`src/rtl/muldiv_pkg.sv`:
```
package muldiv_pkg;

  localparam int ADDR_W = 4;

  localparam logic [ADDR_W-1:0] A_MUL_OPA = 4'd0;
  localparam logic [ADDR_W-1:0] A_MUL_OPB = 4'd1;
  localparam logic [ADDR_W-1:0] A_DVD_LO  = 4'd2;
  localparam logic [ADDR_W-1:0] A_DVD_HI  = 4'd3;
  localparam logic [ADDR_W-1:0] A_DVSR    = 4'd4;
  localparam logic [ADDR_W-1:0] A_QUO_LO  = 4'd5;
  localparam logic [ADDR_W-1:0] A_QUO_HI  = 4'd6;
  localparam logic [ADDR_W-1:0] A_RES_LO  = 4'd7;
  localparam logic [ADDR_W-1:0] A_RES_HI  = 4'd8;

  typedef enum logic {OP_MUL = 1'b0, OP_DIV = 1'b1} opKind_e;

  // Strobes from control to datapath, valid for one cycle each
  typedef struct packed {
    logic ldOpA;
    logic ldDvdLo;
    logic ldDvdHi;
    logic startMul;
    logic startDiv;
    logic zeroDiv;
    logic stepMul;
    logic stepDiv;
    logic lastStep;
  } mdStrobe_t;

endpackage

```
`src/rtl/muldiv_ctrl.sv`:
```
module muldiv_ctrl
  import muldiv_pkg::*;
#(
  parameter int OPER_W    = 8,
  parameter bit ITERATIVE = 1'b1
) (
  input  logic              clk,
  input  logic              rstN,
  input  logic              wrEn,
  input  logic [ADDR_W-1:0] wrAddr,
  input  logic              wrDataZero,
  output mdStrobe_t         st,
  output logic              busy
);

  localparam int MUL_STEPS = OPER_W;
  localparam int DIV_STEPS = 2 * OPER_W;
  localparam int CNT_W     = $clog2(DIV_STEPS + 1);

  localparam logic [CNT_W-1:0] MUL_LAST = CNT_W'(MUL_STEPS - 1);
  localparam logic [CNT_W-1:0] DIV_LAST = CNT_W'(DIV_STEPS - 1);

  logic             busyQ;
  logic [CNT_W-1:0] cntQ;
  opKind_e          opQ;
  logic             anyStart;
  logic [CNT_W-1:0] lastCnt;

  assign lastCnt = (opQ == OP_MUL) ? MUL_LAST : DIV_LAST;

  always_comb begin
    st          = '0;
    st.ldOpA    = wrEn && (wrAddr == A_MUL_OPA);
    st.ldDvdLo  = wrEn && (wrAddr == A_DVD_LO);
    st.ldDvdHi  = wrEn && (wrAddr == A_DVD_HI);
    st.startMul = wrEn && (wrAddr == A_MUL_OPB);
    st.startDiv = wrEn && (wrAddr == A_DVSR) && !wrDataZero;
    st.zeroDiv  = wrEn && (wrAddr == A_DVSR) && wrDataZero;
    anyStart    = st.startMul || st.startDiv || st.zeroDiv;
    if (ITERATIVE && busyQ && !anyStart) begin
      st.stepMul  = (opQ == OP_MUL);
      st.stepDiv  = (opQ == OP_DIV);
      st.lastStep = (cntQ == lastCnt);
    end
  end

  always_ff @(posedge clk or negedge rstN) begin
    if (!rstN) begin
      busyQ <= 1'b0;
      cntQ  <= '0;
      opQ   <= OP_MUL;
    end else if (ITERATIVE && (st.startMul || st.startDiv)) begin
      busyQ <= 1'b1;
      cntQ  <= '0;
      opQ   <= st.startDiv ? OP_DIV : OP_MUL;
    end else if (st.zeroDiv) begin
      busyQ <= 1'b0;
      cntQ  <= '0;
    end else if (st.stepMul || st.stepDiv) begin
      cntQ <= cntQ + 1'b1;
      if (st.lastStep) busyQ <= 1'b0;
    end
  end

  assign busy = busyQ;

endmodule

```
`src/rtl/muldiv_datapath.sv`:
```
module muldiv_datapath
  import muldiv_pkg::*;
#(
  parameter int OPER_W    = 8,
  parameter bit ITERATIVE = 1'b1
) (
  input  logic                  clk,
  input  logic                  rstN,
  input  mdStrobe_t             st,
  input  logic [OPER_W-1:0]     wrData,
  output logic [2*OPER_W-1:0]   quoVal,
  output logic [2*OPER_W-1:0]   resVal,
  output logic [OPER_W-1:0]     opAVal,
  output logic [2*OPER_W-1:0]   dvdVal
);

  localparam int W2 = 2 * OPER_W;

  logic [OPER_W-1:0] opAQ;
  logic [W2-1:0]     dvdQ;

  // One shift-add step: {acc, mcand, mplier}
  function automatic logic [W2+W2+OPER_W-1:0] mulStep(
    input logic [W2-1:0] acc, input logic [W2-1:0] mcand,
    input logic [OPER_W-1:0] mplier);
    logic [W2-1:0] accN;
    accN = mplier[0] ? acc + mcand : acc;
    return {accN, mcand << 1, mplier >> 1};
  endfunction

  // One restoring step: {rem, quo}; quo shifts dividend out and quotient in
  function automatic logic [OPER_W+W2-1:0] divStep(
    input logic [OPER_W-1:0] rem, input logic [W2-1:0] quo,
    input logic [OPER_W-1:0] dvsr);
    logic [OPER_W:0]   trial;
    logic [OPER_W-1:0] remN;
    logic              qBit;
    trial = {rem, quo[W2-1]};
    if (trial >= {1'b0, dvsr}) begin
      trial = trial - {1'b0, dvsr};
      qBit  = 1'b1;
    end else begin
      qBit  = 1'b0;
    end
    remN = trial[OPER_W-1:0];
    return {remN, quo[W2-2:0], qBit};
  endfunction

  always_ff @(posedge clk or negedge rstN) begin
    if (!rstN) begin
      opAQ <= '0;
      dvdQ <= '0;
    end else begin
      if (st.ldOpA)   opAQ              <= wrData;
      if (st.ldDvdLo) dvdQ[OPER_W-1:0]  <= wrData;
      if (st.ldDvdHi) dvdQ[W2-1:OPER_W] <= wrData;
    end
  end

  logic          commitMul;
  logic          commitDiv;
  logic [W2-1:0] mulValue;
  logic [W2-1:0] quoValue;
  logic [W2-1:0] remValue;

  generate
    if (ITERATIVE) begin : g_iter
      logic [W2-1:0]     accQ, mcandQ, quoWQ;
      logic [OPER_W-1:0] mplierQ, remQ, dvsrQ;
      logic [W2-1:0]     accN, mcandN, quoWN;
      logic [OPER_W-1:0] mplierN, remN;

      always_comb begin
        {accN, mcandN, mplierN} = mulStep(accQ, mcandQ, mplierQ);
        {remN, quoWN}           = divStep(remQ, quoWQ, dvsrQ);
        commitMul = st.stepMul && st.lastStep;
        commitDiv = st.stepDiv && st.lastStep;
        mulValue  = accN;
        quoValue  = quoWN;
        remValue  = {{OPER_W{1'b0}}, remN};
      end

      always_ff @(posedge clk or negedge rstN) begin
        if (!rstN) begin
          accQ    <= '0;
          mcandQ  <= '0;
          mplierQ <= '0;
          remQ    <= '0;
          quoWQ   <= '0;
          dvsrQ   <= '0;
        end else if (st.startMul) begin
          accQ    <= '0;
          mcandQ  <= {{OPER_W{1'b0}}, opAQ};
          mplierQ <= wrData;
        end else if (st.startDiv) begin
          remQ    <= '0;
          quoWQ   <= dvdQ;
          dvsrQ   <= wrData;
        end else if (st.stepMul) begin
          accQ    <= accN;
          mcandQ  <= mcandN;
          mplierQ <= mplierN;
        end else if (st.stepDiv) begin
          remQ    <= remN;
          quoWQ   <= quoWN;
        end
      end
    end else begin : g_single
      logic unusedSteps;
      assign unusedSteps = st.stepMul ^ st.stepDiv ^ st.lastStep;

      always_comb begin
        logic [W2-1:0]     acc, mcand, quo;
        logic [OPER_W-1:0] mplier, rem;
        acc    = '0;
        mcand  = {{OPER_W{1'b0}}, opAQ};
        mplier = wrData;
        for (int i = 0; i < OPER_W; i++) begin
          {acc, mcand, mplier} = mulStep(acc, mcand, mplier);
        end
        rem = '0;
        quo = dvdQ;
        for (int i = 0; i < W2; i++) begin
          {rem, quo} = divStep(rem, quo, wrData);
        end
        commitMul = st.startMul;
        commitDiv = st.startDiv;
        mulValue  = acc;
        quoValue  = quo;
        remValue  = {{OPER_W{1'b0}}, rem};
      end
    end
  endgenerate

  logic [W2-1:0] quoQ, resQ;

  always_ff @(posedge clk or negedge rstN) begin
    if (!rstN) begin
      quoQ <= '0;
      resQ <= '0;
    end else if (st.zeroDiv) begin
      quoQ <= '1;
      resQ <= dvdQ;
    end else if (commitMul) begin
      resQ <= mulValue;
    end else if (commitDiv) begin
      quoQ <= quoValue;
      resQ <= remValue;
    end
  end

  assign quoVal = quoQ;
  assign resVal = resQ;
  assign opAVal = opAQ;
  assign dvdVal = dvdQ;

endmodule

```
`src/rtl/muldiv_regs.sv`:
```
module muldiv_regs
  import muldiv_pkg::*;
#(
  parameter int OPER_W    = 8,
  parameter bit ITERATIVE = 1'b1
) (
  input  logic              clk,
  input  logic              rstN,
  input  logic              wrEn,
  input  logic [3:0]        wrAddr,
  input  logic [OPER_W-1:0] wrData,
  input  logic [3:0]        rdAddr,
  output logic [OPER_W-1:0] rdData,
  output logic              busy
);

  localparam int W2 = 2 * OPER_W;

  mdStrobe_t     st;
  logic [W2-1:0] quoVal, resVal, dvdVal;
  logic [OPER_W-1:0] opAVal;

  muldiv_ctrl #(.OPER_W(OPER_W), .ITERATIVE(ITERATIVE)) u_ctrl (
    .clk        (clk),
    .rstN       (rstN),
    .wrEn       (wrEn),
    .wrAddr     (wrAddr),
    .wrDataZero (wrData == '0),
    .st         (st),
    .busy       (busy)
  );

  muldiv_datapath #(.OPER_W(OPER_W), .ITERATIVE(ITERATIVE)) u_dp (
    .clk    (clk),
    .rstN   (rstN),
    .st     (st),
    .wrData (wrData),
    .quoVal (quoVal),
    .resVal (resVal),
    .opAVal (opAVal),
    .dvdVal (dvdVal)
  );

  always_comb begin
    case (rdAddr)
      A_QUO_LO: rdData = quoVal[OPER_W-1:0];
      A_QUO_HI: rdData = quoVal[W2-1:OPER_W];
      A_RES_LO: rdData = resVal[OPER_W-1:0];
      A_RES_HI: rdData = resVal[W2-1:OPER_W];
      default:  rdData = '0;
    endcase
  end

endmodule

```
`config.mk`:
```
export PLATFORM = sky130hd
export DESIGN_NAME = muldiv_regs
export DESIGN_NICKNAME = d
export VERILOG_FILES = /design/src/rtl/muldiv_pkg.sv /design/src/rtl/muldiv_ctrl.sv /design/src/rtl/muldiv_datapath.sv /design/src/rtl/muldiv_regs.sv
export SDC_FILE = /design/constraint.sdc
export NUM_CORES = 1
export LEC_CHECK = 0
export BUFFER_PORTS_ARGS = -buffer_cell sky130_fd_sc_hd__clkbuf_2
export CORE_AREA = 3 3 133 135
export CTS_BUF_LIST = sky130_fd_sc_hd__clkbuf_4
export DETAILED_ROUTE_END_ITERATION = 16
export DIE_AREA = 0 0 136 138
export PLACE_DENSITY = 0.59
export SKIP_CTS_REPAIR_TIMING = 1
export SLEW_MARGIN = 20
export SYNTH_ARGS = -nofsm -noshare
export SYNTH_HDL_FRONTEND = slang
export SYNTH_SLANG_ARGS = --single-unit
```
`constraint.sdc`:
```
create_clock -name clk -period 3.6 [get_ports clk]
set_input_delay 0.54 -clock clk [delete_from_list [all_inputs] [get_ports clk]]
set_output_delay 0.54 -clock clk [all_outputs]
set_load 0.01 [all_outputs]
```
=== After elaboration in Yosys (flattened, before gate mapping) ===
Index checks and enable logic that the tools add are counted.
Widths: inputs -> output; s select.

* Word-level logic and storage cells: 95
* Bits in registers: 135
* Output and inout bits: 9

* Bitwise operators: 2
* Reduce and logical (&&, ||, !) cells: 28
* Order comparisons: 1
* Equality and inequality tests: 12
* Add/sub/neg operators: 3
* Multiplexer cells: 35

{| class="wikitable"
|+ Operator list
! kind !! count
|-
| $mux 16 || 16
|-
| $mux 8 || 7
|-
| $pmux 8 s4 || 1
|-
| $add 16x16->16 || 1
|-
| $eq 4x3->1 const B || 4
|-
| $mux 5 || 3
|-
| $logic_and 1x1->1 || 10
|-
| $ge 9x8->1 || 1
|-
| $reduce_bool 3->1 || 3
|-
| $eq 4x2->1 const B || 2
|-
| $logic_not 8->1 || 1
|-
| $reduce_and 2->1 || 4
|-
| $sub 8x8->8 || 1
|-
| $mux 1 || 6
|-
| $reduce_bool 2->1 || 3
|-
| $add 5x1->5 const B || 1
|-
| $eq 5x5->1 || 1
|-
| $eq 4x1->1 const B || 1
|-
| $eq 4x4->1 const B || 1
|-
| $logic_not 4->1 || 1
|-
| $mux 4 || 1
|-
| $ne 2x2->1 const B || 2
|-
| $logic_or 1x1->1 || 3
|-
| $mux 3 || 1
|-
| 4 further kinds || 6
|}

=== Logic depth before layout (Yosys ltp) ===
Gate-level depths: netlist of run 1.

* Depth after elaboration: 12
* Mapped depth: 11
* Depth with buffers taken out: 11

=== Cells and area by module ===
A second synthesis of run 1 with hierarchy kept.

* Cell total of the unflattened synthesis: 722
* Area, all modules: 7,230.7 µm²

{| class="wikitable"
|+ By module, submodules not included
! module !! seq. area each (µm²) !! cells each !! area an instance (µm²) !! times used
|-
| muldiv_datapath || 3,203.1 || 635 || 6,466.2 || 1
|-
| muldiv_ctrl || 175.2 || 51 || 483.0 || 1
|-
| muldiv_regs || 0.0 || 36 || 281.5 || 1
|}

=== Worst setup path after synthesis of run 1 ===
OpenSTA, ideal clock, no wires.

* Path kind: flip-flop to flip-flop
* Start point: register u_dp.g_iter.mcandQ[0]
* End point: register u_dp.resQ[14] (netlist: u_dp.resVal[14])
* Stages on the path, launching flop included: 10
* Clock period less this slack: 2,411 ps
* Slack: 1,189 ps
* Arrival time: 2,345 ps
* Data required time: 3,534 ps
* Cells stage by stage: dfrtp_1 > ha_1 > fa_1 > a211oi_1 > o21ai_1 > o21ai_1 > o21ai_1 > a211oi_2 > mux2_2 > nand2_1

* Cells in the longest elaborated chain, start to end: 4

{| class="wikitable"
|+ RTL lines
! element !! RTL line !! source
|-
| start: declaration || muldiv_datapath.sv:68 || <nowiki>logic [W2-1:0] accQ, mcandQ, quoWQ;</nowiki>
|-
| start signal: assignment || muldiv_datapath.sv:93 || <nowiki>mcandQ <= {{OPER_W{1'b0}}, opAQ};</nowiki>
|-
| start signal: assignment || muldiv_datapath.sv:101 || <nowiki>mcandQ <= mcandN;</nowiki>
|-
| $add 16x16->16 || muldiv_datapath.sv:27 || <nowiki>accN = mplier[0] ? acc + mcand : acc;</nowiki>
|-
| $mux 16 || muldiv_datapath.sv:27 ||
|-
| $mux 16 || muldiv_datapath.sv:144 || <nowiki>end else if (commitMul) begin</nowiki>
|-
| $mux 16 || muldiv_datapath.sv:141 || <nowiki>end else if (st.zeroDiv) begin</nowiki>
|-
| end signal: assignment || muldiv_datapath.sv:143 || <nowiki>resQ <= dvdQ;</nowiki>
|-
| end signal: assignment || muldiv_datapath.sv:145 || <nowiki>resQ <= mulValue;</nowiki>
|-
| end signal: assignment || muldiv_datapath.sv:148 || <nowiki>resQ <= remValue;</nowiki>
|-
| end: declaration || muldiv_datapath.sv:135 || <nowiki>logic [W2-1:0] quoQ, resQ;</nowiki>
|}

Every way passes these cells.
A chain may end at the register's enable or synchronous reset.

=== Worst setup path in the final report of run 1 ===
* Start point: input port rdAddr[0]
* End point: output port rdData[1]

* Cells in the longest elaborated chain, start to end: 2

{| class="wikitable"
|+ RTL lines
! element !! RTL line !! source
|-
| start: declaration || muldiv_regs.sv:12 || <nowiki>input logic [3:0] rdAddr,</nowiki>
|-
| $eq 4x4->1 / $eq 4x3->1 (equally long branches) || muldiv_regs.sv:45 || <nowiki>case (rdAddr)</nowiki>
|-
| $pmux 8 s4 (*) || muldiv_regs.sv:45 ||
|-
| end: declaration || muldiv_regs.sv:13 || <nowiki>output logic [OPER_W-1:0] rdData,</nowiki>
|}

Every way passes the cells marked *; elsewhere a longest branch is shown, timed or not.

==> flow_summary_export.csv, run 1 <==
group,metric,value,unit
clock_tree,worst_setup_hold_path_clk_slew,0.13,ns
synthesis,ys_dominant_reg_cell,"dfrtp_1",
timing,final_min_period_over_clock_period,74.5,%
critical_path,crit_path_cell_trace,"clkbuf_2 > nor3b_1 > a22oi_1 > o21ai_0 > clkbuf_2",
clock_tree,clk-insertion-delay-late,0.53,ns
synthesis,synthesis.nets,802,
floorplan,design.portCount,28,
critical_path,cp.required,3.06,ns
synthesis,synth-seq-area-share,46.4,%
floorplan,start_util,43.9,%
layout,post_route_cell_area,7870,um^2
critical_path,cell_family_with_the_largest_share_of_critical_path_delay,"simple AND/OR/NAND/NOR gates",
timing,final-max-slew-violation-count,0,
clock_tree,cts_sinks,135,
synthesis,ys_seq_elements,135,
global_routing,grt_pass1_wl,30800,um
hold_path,hold_end,"u_dp.g_iter.dvsrQ[0]",
route,viasPerCell,5.71,
layout,fin_util,47.4,%
critical_path,startpoint_of_the_most_critical_setup_path,"rdAddr[0]",
critical_path,critPathArrivalTime,2.14,ns
critical_path,crit_path_top_delay_cell,"nor3b_1",
critical_path,slowest_stage_delay_cp,0.87,ns
place,dpl_worst_slack,0.902,ns
power_and_ir_drop,p_per_area,714,nW/um^2
timing,rsz_0062_raised_after_global_routing,"false",
route,detail_route.wl_per_cell,18.5,um
clock_tree,ctsHtreeMaxLevel,4,
clock_tree,cts_made_buffers,17,
layout,final.fill_count,1623,
synthesis,synth_warnings,0,
synthesis,syn-cell-area,7270,um^2
timing,setup_viol,0,
layout,num-nets-final,822,
critical_path,cp_num_buf_inv,2,
timing,holdWs,0.303,ns
global_routing,grt_antenna_before_repair,1,
power_and_ir_drop,post-layout-total-power,5.62,mW
timing,finClkSkew,0.0216,ns
layout,final_cell_mix,"135 x dfrtp_1, 133 x nand2_1, 51 x o21ai_0",
route,drt_iter0_drc,425,
power_and_ir_drop,vdd_drop_max,0.319,mV
clock_tree,cts.root.buffer_cell,"clkbuf_4",
place,dpl.cell_count,977,
synthesis,synth_cell_types,74,
place,routabilityCongestion,0.854,
synthesis,netlist_instances,757,
global_routing,vias_in_the_first_global_route,5741,
timing,final.min_clock_period,2.68,ns
route,route.vias.total,5774,
timing,maxSlewHeadroom,28.6,%
hold_path,whs_path_depth,3,
place,placement.io_buffers,27,
critical_path,timing.critical_path.from_type,"input pin",
power_and_ir_drop,power.leakage,3.70,nW
route,final_antenna_net_count,0,
clock_tree,maximum_buffer_depth_of_the_clock_tree,2,
timing,fin_ws,0.917,ns
floorplan,dieHeight,138,um
layout,share_of_final_layout_standard_cells_stronger_than_drive_strength_1,14.8,%
hold_path,worst_hold_path_type,"in -> reg",
global_routing,grt-ovfl-total,0,
critical_path,worst-r2r-setup-slack,0.94,ns
route,wl,18700,um
layout,final_non_filler_cells,1011,
flow_run,drv.max_cap_violation_count,0,
layout,areaGrowthSynthToFinish,8.19,%
synthesis,synthesis.area_per_instance,9.61,um^2
route,drtPass1Iterations,5,
floorplan,chipWidth,136,um
synthesis,post_synth_edffs,0,
place,placed_area,7590,um^2
place,hpwlAfterDp,13200,um
status,outcome,"finished clean",
synthesis,synthArstFlopShare,100,%
global_routing,gr-usage-all-layers,20.6,%
floorplan,rows,47,
timing,post_route_setup_tns,0,ns
floorplan,core-area,16600,um^2
timing,hold_viol_final,0,
floorplan,die_ar,18800,um^2
critical_path,crit_path_end_kind,"output pin",
timing,maximum_clock_frequency,373,MHz
critical_path,reg2reg_depth,9,
critical_path,launch_instance_of_the_worst_register_to_register_path,"u_dp.g_iter.mcandQ[0]",
critical_path,most_numerous_cell_on_the_critical_path,"clkbuf_2",
global_routing,largest_net_degree_at_the_start_of_global_routing,72,
hold_path,worstHoldStart,"wrData[0]",
layout,final_common_cell,"dfrtp_1",
critical_path,reg2reg_to,"u_dp.resVal[14]",
critical_path,setup.worst_path.class,"in -> out",
critical_path,crit_fanout,8,
clock_tree,clock_tree_from_tritoncts,"yes",
timing,timing_worst_slew_pin_value,1.07,ns
route,drcViolationCount,0,
kinds of logic after synthesis:
kind of cell / after synthesis / synth area share [%]
and+or+nand+nor: 272 / 17.5
AOI/OAI and AO/OA: 191 / 17.0
DFF: 135 / 46.4
buffers and inverters: 57 / 3.78
muxes: 52 / 7.60
adders and majority gates: 26 / 4.68
xor gates and xnor gates: 24 / 2.99
Yosys cell counts, types with 13 or more instances:
library cell  instances  area share (%)
nand2_1             133             6.9
mux2_2               26             4.0
a21oi_1              34             2.3
nand3_1              46             3.2
dfrtp_1             135              46
mux2i_1              26             3.6
clkbuf_1             17            0.88
inv_1                16            0.83
ha_1                 24             4.1
buf_2                15             1.0
nor2_1               46             2.4
xor2_1               13             1.6
o21ai_0              51             3.5
a31oi_1              22             1.9
worst min-delay path, delay by kind of cell:
| kind | cells | cell delay, ns |
|---|---|---|
| buf+inv | 1 | 0.15 |
| simple gates | 2 | 0.12 |
power breakdown:
group	internal [mW]	switching (mW)	leakage (nW)	total, mW
registers	2.01	0.455	1.76	2.46
clock network	0.421	0.543	0.146	0.964
logic	0.923	1.27	1.80	2.19
total	3.35	2.27	3.70	5.62
sequential cells by signal, indices dropped and copies added (netlist names):
signal / count
u_dp.quoVal: 16
u_dp.g_iter.remQ: 8
u_dp.g_iter.quoWQ: 16
u_ctrl.cntQ: 5
u_ctrl.busy: 1
u_dp.g_iter.mcandQ: 16
u_dp.resVal: 16
u_dp.g_iter.dvsrQ: 8
u_dp.g_iter.accQ: 16
u_dp.g_iter.mplierQ: 8
u_dp.opAVal: 8
u_dp.dvdVal: 16
u_ctrl.opQ: 1
layout make-up:
class,count,area [um^2],share of cell area [%]
Antenna cell,2,5.00,0.0636
Clock buffer,20,150,1.91
Clock inverter,11,109,1.38
Inverter,16,60.1,0.763
Multi-Input combinational cell,565,3620,46.0
Sequential cell,135,3380,42.9
Tap cell,220,275,3.50
Timing Repair Buffer,42,269,3.42
metal layers:
metal / global-route usage (%) / part of all wire (%) / wire length, um / up-vias
li1: - / - / - / 2760
met1: 27.8 / 45 / 8410 / 2890
met2: 33.9 / 50 / 9340 / 105
met3: 4.51 / 3.5 / 662 / 19
met4: 5.09 / 1.8 / 342 / 0
met5: 0 / 0 / 0 / -
worst max-delay path by stage:
stage	to	slack (ns)	cells past startpoint
after global placement	u_dp.resVal[10]	0.90	8
final	rdData[1]	0.92	5
after CTS	u_dp.resVal[14]	0.94	9
after detailed placement	u_dp.resVal[10]	0.90	8
after floorplan	u_dp.resVal[14]	1.19	9
after global routing	rdData[7]	0.80	5
No activity file was read; power rests on OpenSTA's default activity.
==> run 2: changes to the inputs <==
--- a/config.mk
+++ b/config.mk
@@ -10,7 +10,7 @@
 export CTS_BUF_LIST = sky130_fd_sc_hd__clkbuf_4
 export DETAILED_ROUTE_END_ITERATION = 16
 export DIE_AREA = 0 0 136 138
-export PLACE_DENSITY = 0.59
+export PLACE_DENSITY = 0.62
 export SKIP_CTS_REPAIR_TIMING = 1
 export SLEW_MARGIN = 20
 export SYNTH_ARGS = -nofsm -noshare
==> constraint.sdc (replaced) <==
create_clock -name clk -period 2.3 [get_ports clk]
set_input_delay 0.345 -clock clk [delete_from_list [all_inputs] [get_ports clk]]
set_output_delay 0.345 -clock clk [all_outputs]
set_load 0.01 [all_outputs]
==> run 2 against run 1 <==
- clock power grew 73%
- via count is 6.8% higher
- the flow now finishes with violations (negative setup slack)
- largest cell class unchanged
- register-to-register slack lost 1.0 ns
- global-route usage up 0.95 points
- combinational power increased by 98%
- non-clock buffer count rose by 51
- worst setup slack got worse by 1.0 ns
- power up 76%
- die area did not move
- final cell count up 5.1%
- count of clock-buffer cells in the layout increased by 2
- sequential share of layout area down 3.4 points
==> flow_summary_export.csv, run 2 (same netlist as run 1, synthesis figures left out) <==
group,metric,value,unit
global_routing,vias_in_the_first_global_route,6124,
clock_tree,cts.root.buffer_cell,"clkbuf_4",
critical_path,crit_path_end_kind,"flop",
critical_path,crit_path_top_delay_cell,"dfrtp_1",
power_and_ir_drop,vdd_drop_max,0.638,mV
critical_path,cp_num_buf_inv,0,
timing,final_min_period_over_clock_period,104,%
hold_path,worst_hold_path_type,"in -> reg",
critical_path,crit_path_cell_trace,"ha_2 > fa_2 > a211oi_2 > o21ai_2 > o21ai_2 > o21ai_2 > a211oi_2 > mux2_4 > nand2_2",
global_routing,grt_pass1_wl,32100,um
layout,share_of_final_layout_standard_cells_stronger_than_drive_strength_1,24.0,%
layout,final_non_filler_cells,1063,
layout,final_cell_mix,"133 x dfrtp_1, 132 x nand2_1, 59 x buf_4",
timing,maximum_clock_frequency,419,MHz
place,routabilityCongestion,0.949,
floorplan,chipWidth,136,um
global_routing,largest_net_degree_at_the_start_of_global_routing,50,
timing,timing_worst_slew_pin_value,0.718,ns
floorplan,dieHeight,138,um
route,drt_iter0_drc,583,
place,placed_area,8020,um^2
clock_tree,maximum_buffer_depth_of_the_clock_tree,2,
route,drcViolationCount,0,
floorplan,rows,47,
timing,hold_viol_final,0,
critical_path,critPathArrivalTime,2.88,ns
layout,fin_util,51.5,%
place,hpwlAfterDp,14200,um
flow_run,drv.max_cap_violation_count,0,
timing,post_route_setup_tns,-0.181,ns
layout,areaGrowthSynthToFinish,17.5,%
global_routing,gr-usage-all-layers,21.6,%
floorplan,die_ar,18800,um^2
critical_path,crit_fanout,3,
critical_path,cell_family_with_the_largest_share_of_critical_path_delay,"compound AO/OA/AOI/OAI gates",
layout,post_route_cell_area,8540,um^2
timing,holdWs,0.0895,ns
timing,maxSlewHeadroom,52.1,%
critical_path,reg2reg_depth,9,
route,viasPerCell,5.80,
power_and_ir_drop,post-layout-total-power,9.87,mW
power_and_ir_drop,p_per_area,1160,nW/um^2
route,final_antenna_net_count,0,
clock_tree,cts_sinks,135,
global_routing,grt_antenna_before_repair,1,
timing,fin_ws,-0.0851,ns
place,placement.io_buffers,27,
clock_tree,ctsHtreeMaxLevel,4,
critical_path,most_numerous_cell_on_the_critical_path,"o21ai_2",
status,outcome,"finished, violations left",
floorplan,design.portCount,28,
route,wl,19700,um
clock_tree,clock_tree_from_tritoncts,"yes",
place,dpl_worst_slack,-0.0890,ns
timing,final-max-slew-violation-count,0,
hold_path,whs_path_depth,3,
timing,final.min_clock_period,2.39,ns
critical_path,setup.worst_path.class,"reg -> reg",
place,dpl.cell_count,1025,
clock_tree,clk-insertion-delay-late,0.56,ns
timing,finClkSkew,0.0150,ns
route,detail_route.wl_per_cell,18.6,um
critical_path,slowest_stage_delay_cp,0.41,ns
layout,final_common_cell,"dfrtp_1",
timing,setup_viol,3,
floorplan,core-area,16600,um^2
critical_path,cp.required,2.80,ns
route,route.vias.total,6164,
clock_tree,worst_setup_hold_path_clk_slew,0.12,ns
global_routing,grt-ovfl-total,0,
route,drtPass1Iterations,6,
status,violated_checks,"negative setup slack",
critical_path,timing.critical_path.from_type,"flop",
clock_tree,cts_made_buffers,17,
floorplan,start_util,43.9,%
critical_path,critical_path_depth,9,
layout,num-nets-final,873,
power_and_ir_drop,power.leakage,3.98,nW
timing,rsz_0062_raised_after_global_routing,"true",
-- run 2: worst paths after layout --
check / to / slack [ns] / start
max: u_dp.resVal[14] / -0.09 / u_dp.g_iter.mcandQ[0]
min: u_ctrl.cntQ[2] / 0.09 / wrAddr[1]
max reg2reg: u_dp.resVal[14] / -0.09 / u_dp.g_iter.mcandQ[0]
min reg2reg: u_dp.quoVal[4] / 0.51 / u_dp.quoVal[4]
max in group asynchronous: u_dp.g_iter.accQ[1] / 1.32 / rstN
min in group asynchronous: u_dp.g_iter.dvsrQ[1] / 0.30 / rstN
-- run 2: where the power goes --
part,switching (mW),internal [mW]
Clock,0.873,0.801
Sequential,0.708,3.15
Combinational,2.31,2.04
Total,3.89,5.98
-- run 2: area by class of cell --
cell class                      count  area, um^2
Sequential cell                   135        3380
Tap cell                          220         275
Multi-Input combinational cell    565        3820
Timing Repair Buffer               93         706
Clock inverter                     10         129
Antenna cell                        2        5.00
Fill cell                        1523        8040
Inverter                           16        60.1
Clock buffer                       22         165
-- run 2: routing by layer --
metal / track usage (%) / wire (um) / vias up
met5: 0 / 0 / -
met4: 8.17 / 514 / 0
met3: 4.43 / 793 / 40
met2: 33.5 / 9600 / 146
met1: 29.8 / 8840 / 3110
li1: - / - / 2868
-- run 2: worst register-to-register path: stages, from the launching register on --
cell and delay, ns:
dfrtp_1 0.41, ha_2 0.21, fa_2 0.36, a211oi_2 0.29
o21ai_2 0.11, o21ai_2 0.17, o21ai_2 0.09, a211oi_2 0.29
mux2_4 0.34, nand2_2 0.05
==> run 3: changes to the inputs <==
--- a/config.mk
+++ b/config.mk
@@ -10,6 +10,7 @@
 export CTS_BUF_LIST = sky130_fd_sc_hd__clkbuf_4
 export DETAILED_ROUTE_END_ITERATION = 16
 export DIE_AREA = 0 0 136 138
+export MAX_ROUTING_LAYER = met4
 export PLACE_DENSITY = 0.62
 export SKIP_CTS_REPAIR_TIMING = 1
 export SLEW_MARGIN = 20
==> run 3 against run 2 <==
- the flow still finishes with violations (negative setup slack)
- design area up 0.40%
- die area is the same
- count of clock-buffer cells in the layout unchanged
- register-to-register slack got worse by 0.02 ns
- via count rose by 0.21%
- final cell count up 0.19%
- clock power hardly changed
- clock skew up 0.0025 ns
- utilization grew 0.20 points
- worst setup slack got worse by 0.024 ns
- routed wire length grew 0.48%
- largest power group unchanged
==> flow_summary_export.csv, run 3 (same netlist as run 1, synthesis figures left out) <==
group,metric,value,unit
status,outcome,"finished, violations left",
status,violated_checks,"negative setup slack",
power_and_ir_drop,switching_share,39.5,%
global_routing,grt_pass1_wl,32100,um
power_and_ir_drop,pwr-share-comb,44.4,%
route,drt_iter0_drc,616,
timing,final.min_clock_period,2.41,ns
floorplan,start_util,43.9,%
route,route.vias.total,6177,
clock_tree,maximum_buffer_depth_of_the_clock_tree,2,
critical_path,reg2reg_to,"u_dp.resVal[14]",
critical_path,slowest_stage_delay_cp,0.41,ns
clock_tree,cts_sinks,135,
clock_tree,clk-insertion-delay-late,0.56,ns
critical_path,crit_path_cell_trace,"ha_2 > fa_2 > a211oi_2 > o21ai_2 > o21ai_2 > o21ai_2 > a211oi_2 > mux2_4 > nand2_2",
power_and_ir_drop,p_int,6.02,mW
critical_path,cell_family_with_the_largest_share_of_critical_path_delay,"compound AO/OA/AOI/OAI gates",
critical_path,launch_instance_of_the_worst_register_to_register_path,"u_dp.g_iter.mcandQ[0]",
critical_path,setup.worst_path.class,"reg -> reg",
place,dpl_worst_slack,-0.0890,ns
clock_tree,clock_tree_from_tritoncts,"yes",
route,drtPass1Iterations,6,
critical_path,worst-r2r-setup-slack,-0.11,ns
layout,final_cell_mix,"133 x dfrtp_1, 132 x nand2_1, 60 x buf_4",
hold_path,whs_path_depth,3,
route,drcViolationCount,0,
timing,rsz_0062_raised_after_global_routing,"true",
clock_tree,cts.root.buffer_cell,"clkbuf_4",
floorplan,dieHeight,138,um
layout,final_common_cell,"dfrtp_1",
route,wl,19800,um
critical_path,cp.required,2.80,ns
place,hpwlAfterDp,14200,um
hold_path,worst_hold_path_type,"in -> reg",
layout,post_route_cell_area,8580,um^2
layout,final.fill_count,1521,
route,viasPerCell,5.80,
floorplan,core-area,16600,um^2
global_routing,largest_net_degree_at_the_start_of_global_routing,50,
critical_path,crit_path_end_kind,"flop",
timing,finClkSkew,0.0176,ns
place,routabilityCongestion,0.966,
clock_tree,cts_made_buffers,17,
timing,fin_ws,-0.109,ns
timing,timing_worst_slew_pin_value,0.693,ns
layout,multi_input_area,3840,um^2
power_and_ir_drop,clock_power_share,16.8,%
timing,final-max-slew-violation-count,0,
critical_path,critPathArrivalTime,2.91,ns
place,dpl.cell_count,1025,
timing,hold_viol_final,0,
timing,maximum_clock_frequency,415,MHz
layout,final_non_filler_cells,1065,
power_and_ir_drop,p_per_area,1160,nW/um^2
critical_path,reg2reg_depth,9,
global_routing,vias_in_the_first_global_route,6114,
layout,share_of_final_layout_standard_cells_stronger_than_drive_strength_1,24.7,%
clock_tree,worst_setup_hold_path_clk_slew,0.12,ns
floorplan,rows,47,
hold_path,hold_end,"u_ctrl.cntQ[2]",
timing,final_min_period_over_clock_period,105,%
clock_tree,ctsHtreeMaxLevel,4,
power_and_ir_drop,power.share.sequential,38.8,%
power_and_ir_drop,power.leakage,3.99,nW
hold_path,worstHoldStart,"wrAddr[1]",
layout,seq_area,3380,um^2
route,detail_route.wl_per_cell,18.6,um
layout,areaGrowthSynthToFinish,17.9,%
critical_path,crit_path_top_delay_cell,"dfrtp_1",
critical_path,crit_fanout,3,
place,placement.io_buffers,27,
timing,setup_viol,3,
critical_path,most_numerous_cell_on_the_critical_path,"o21ai_2",
critical_path,cp_num_buf_inv,0,
floorplan,die_ar,18800,um^2
flow_run,drv.max_cap_violation_count,0,
global_routing,grt-ovfl-total,0,
power_and_ir_drop,post-layout-total-power,9.95,mW
global_routing,gr-usage-all-layers,22.3,%
power_and_ir_drop,vdd_drop_max,0.637,mV
floorplan,design.portCount,28,
place,placed_area,8020,um^2
power_and_ir_drop,net-switching-power,3.93,mW
layout,num-nets-final,875,
route,final_antenna_net_count,0,
floorplan,chipWidth,136,um
timing,maxSlewHeadroom,53.7,%
global_routing,grt_antenna_before_repair,1,
critical_path,timing.critical_path.from_type,"flop",
[run 3: layout make-up]
type / count / area share, %
flip-flops and latches: 135 / 39.4
clock buffers: 22 / 1.93
repair buffers: 95 / 8.45
inverters: 16 / 0.700
well taps: 220 / 3.21
multi-input cells: 565 / 44.7
diodes: 2 / 0.0583
clock inverters: 10 / 1.50
[run 3: worst max-delay path by stage]
stage                                from  depth (start not counted)              end
finish              u_dp.g_iter.mcandQ[0]                          9  u_dp.resVal[14]
global route        u_dp.g_iter.quoWQ[15]                         11   u_dp.resVal[6]
CTS                 u_dp.g_iter.mcandQ[0]                          9  u_dp.resVal[14]
detailed placement  u_dp.g_iter.mcandQ[0]                         10   u_dp.resVal[6]
global placement    u_dp.g_iter.quoWQ[15]                         11   u_dp.resVal[6]
floorplan           u_dp.g_iter.mcandQ[0]                          9  u_dp.resVal[14]
[run 3: metal layers]
metal | wire, um | vias up | GRT usage (%) | share of wire [%]
met5 | 0 | - | - | 0
met4 | 494 | 0 | 7.85 | 2.5
met3 | 854 | 39 | 4.76 | 4.3
met2 | 9630 | 157 | 33.5 | 49
met1 | 8860 | 3105 | 29.9 | 45
li1 | - | 2876 | - | -
[run 3: power by group through the flow]
stage | Sequential [mW] | Clock, mW | Combinational [mW]
3_5_place_dp | 3.86 | 0 | 3.91
4_1_cts | 3.82 | 1.70 | 3.94
2_1_floorplan | 3.61 | 0 | 2.79
3_3_place_gp | 3.82 | 0 | 3.77
5_1_grt | 3.95 | 1.81 | 4.87
6_report | 3.86 | 1.67 | 4.42
[run 3: per-stage QoR]
| stage | setup TNS [ns] | util [%] | hold slack, ns |
|---|---|---|---|
| after floorplan | 0 | - | 0.0494 |
| after global placement | -0.0677 | 48.4 | 0.334 |
| after detailed placement | -0.335 | 48.4 | 0.332 |
| after CTS | -0.730 | 50.1 | -0.288 |
| after global routing | -1.54 | 51.7 | 0.0486 |
| final | -0.294 | 51.7 | 0.0852 |
[run 3: worst reg2reg max path: stages (launching register included)]
cell and delay [ns]:
dfrtp_1 0.41, ha_2 0.21, fa_2 0.36, a211oi_2 0.29, o21ai_2 0.11, o21ai_2 0.17, o21ai_2 0.10, a211oi_2 0.30
mux2_4 0.34, nand2_2 0.06
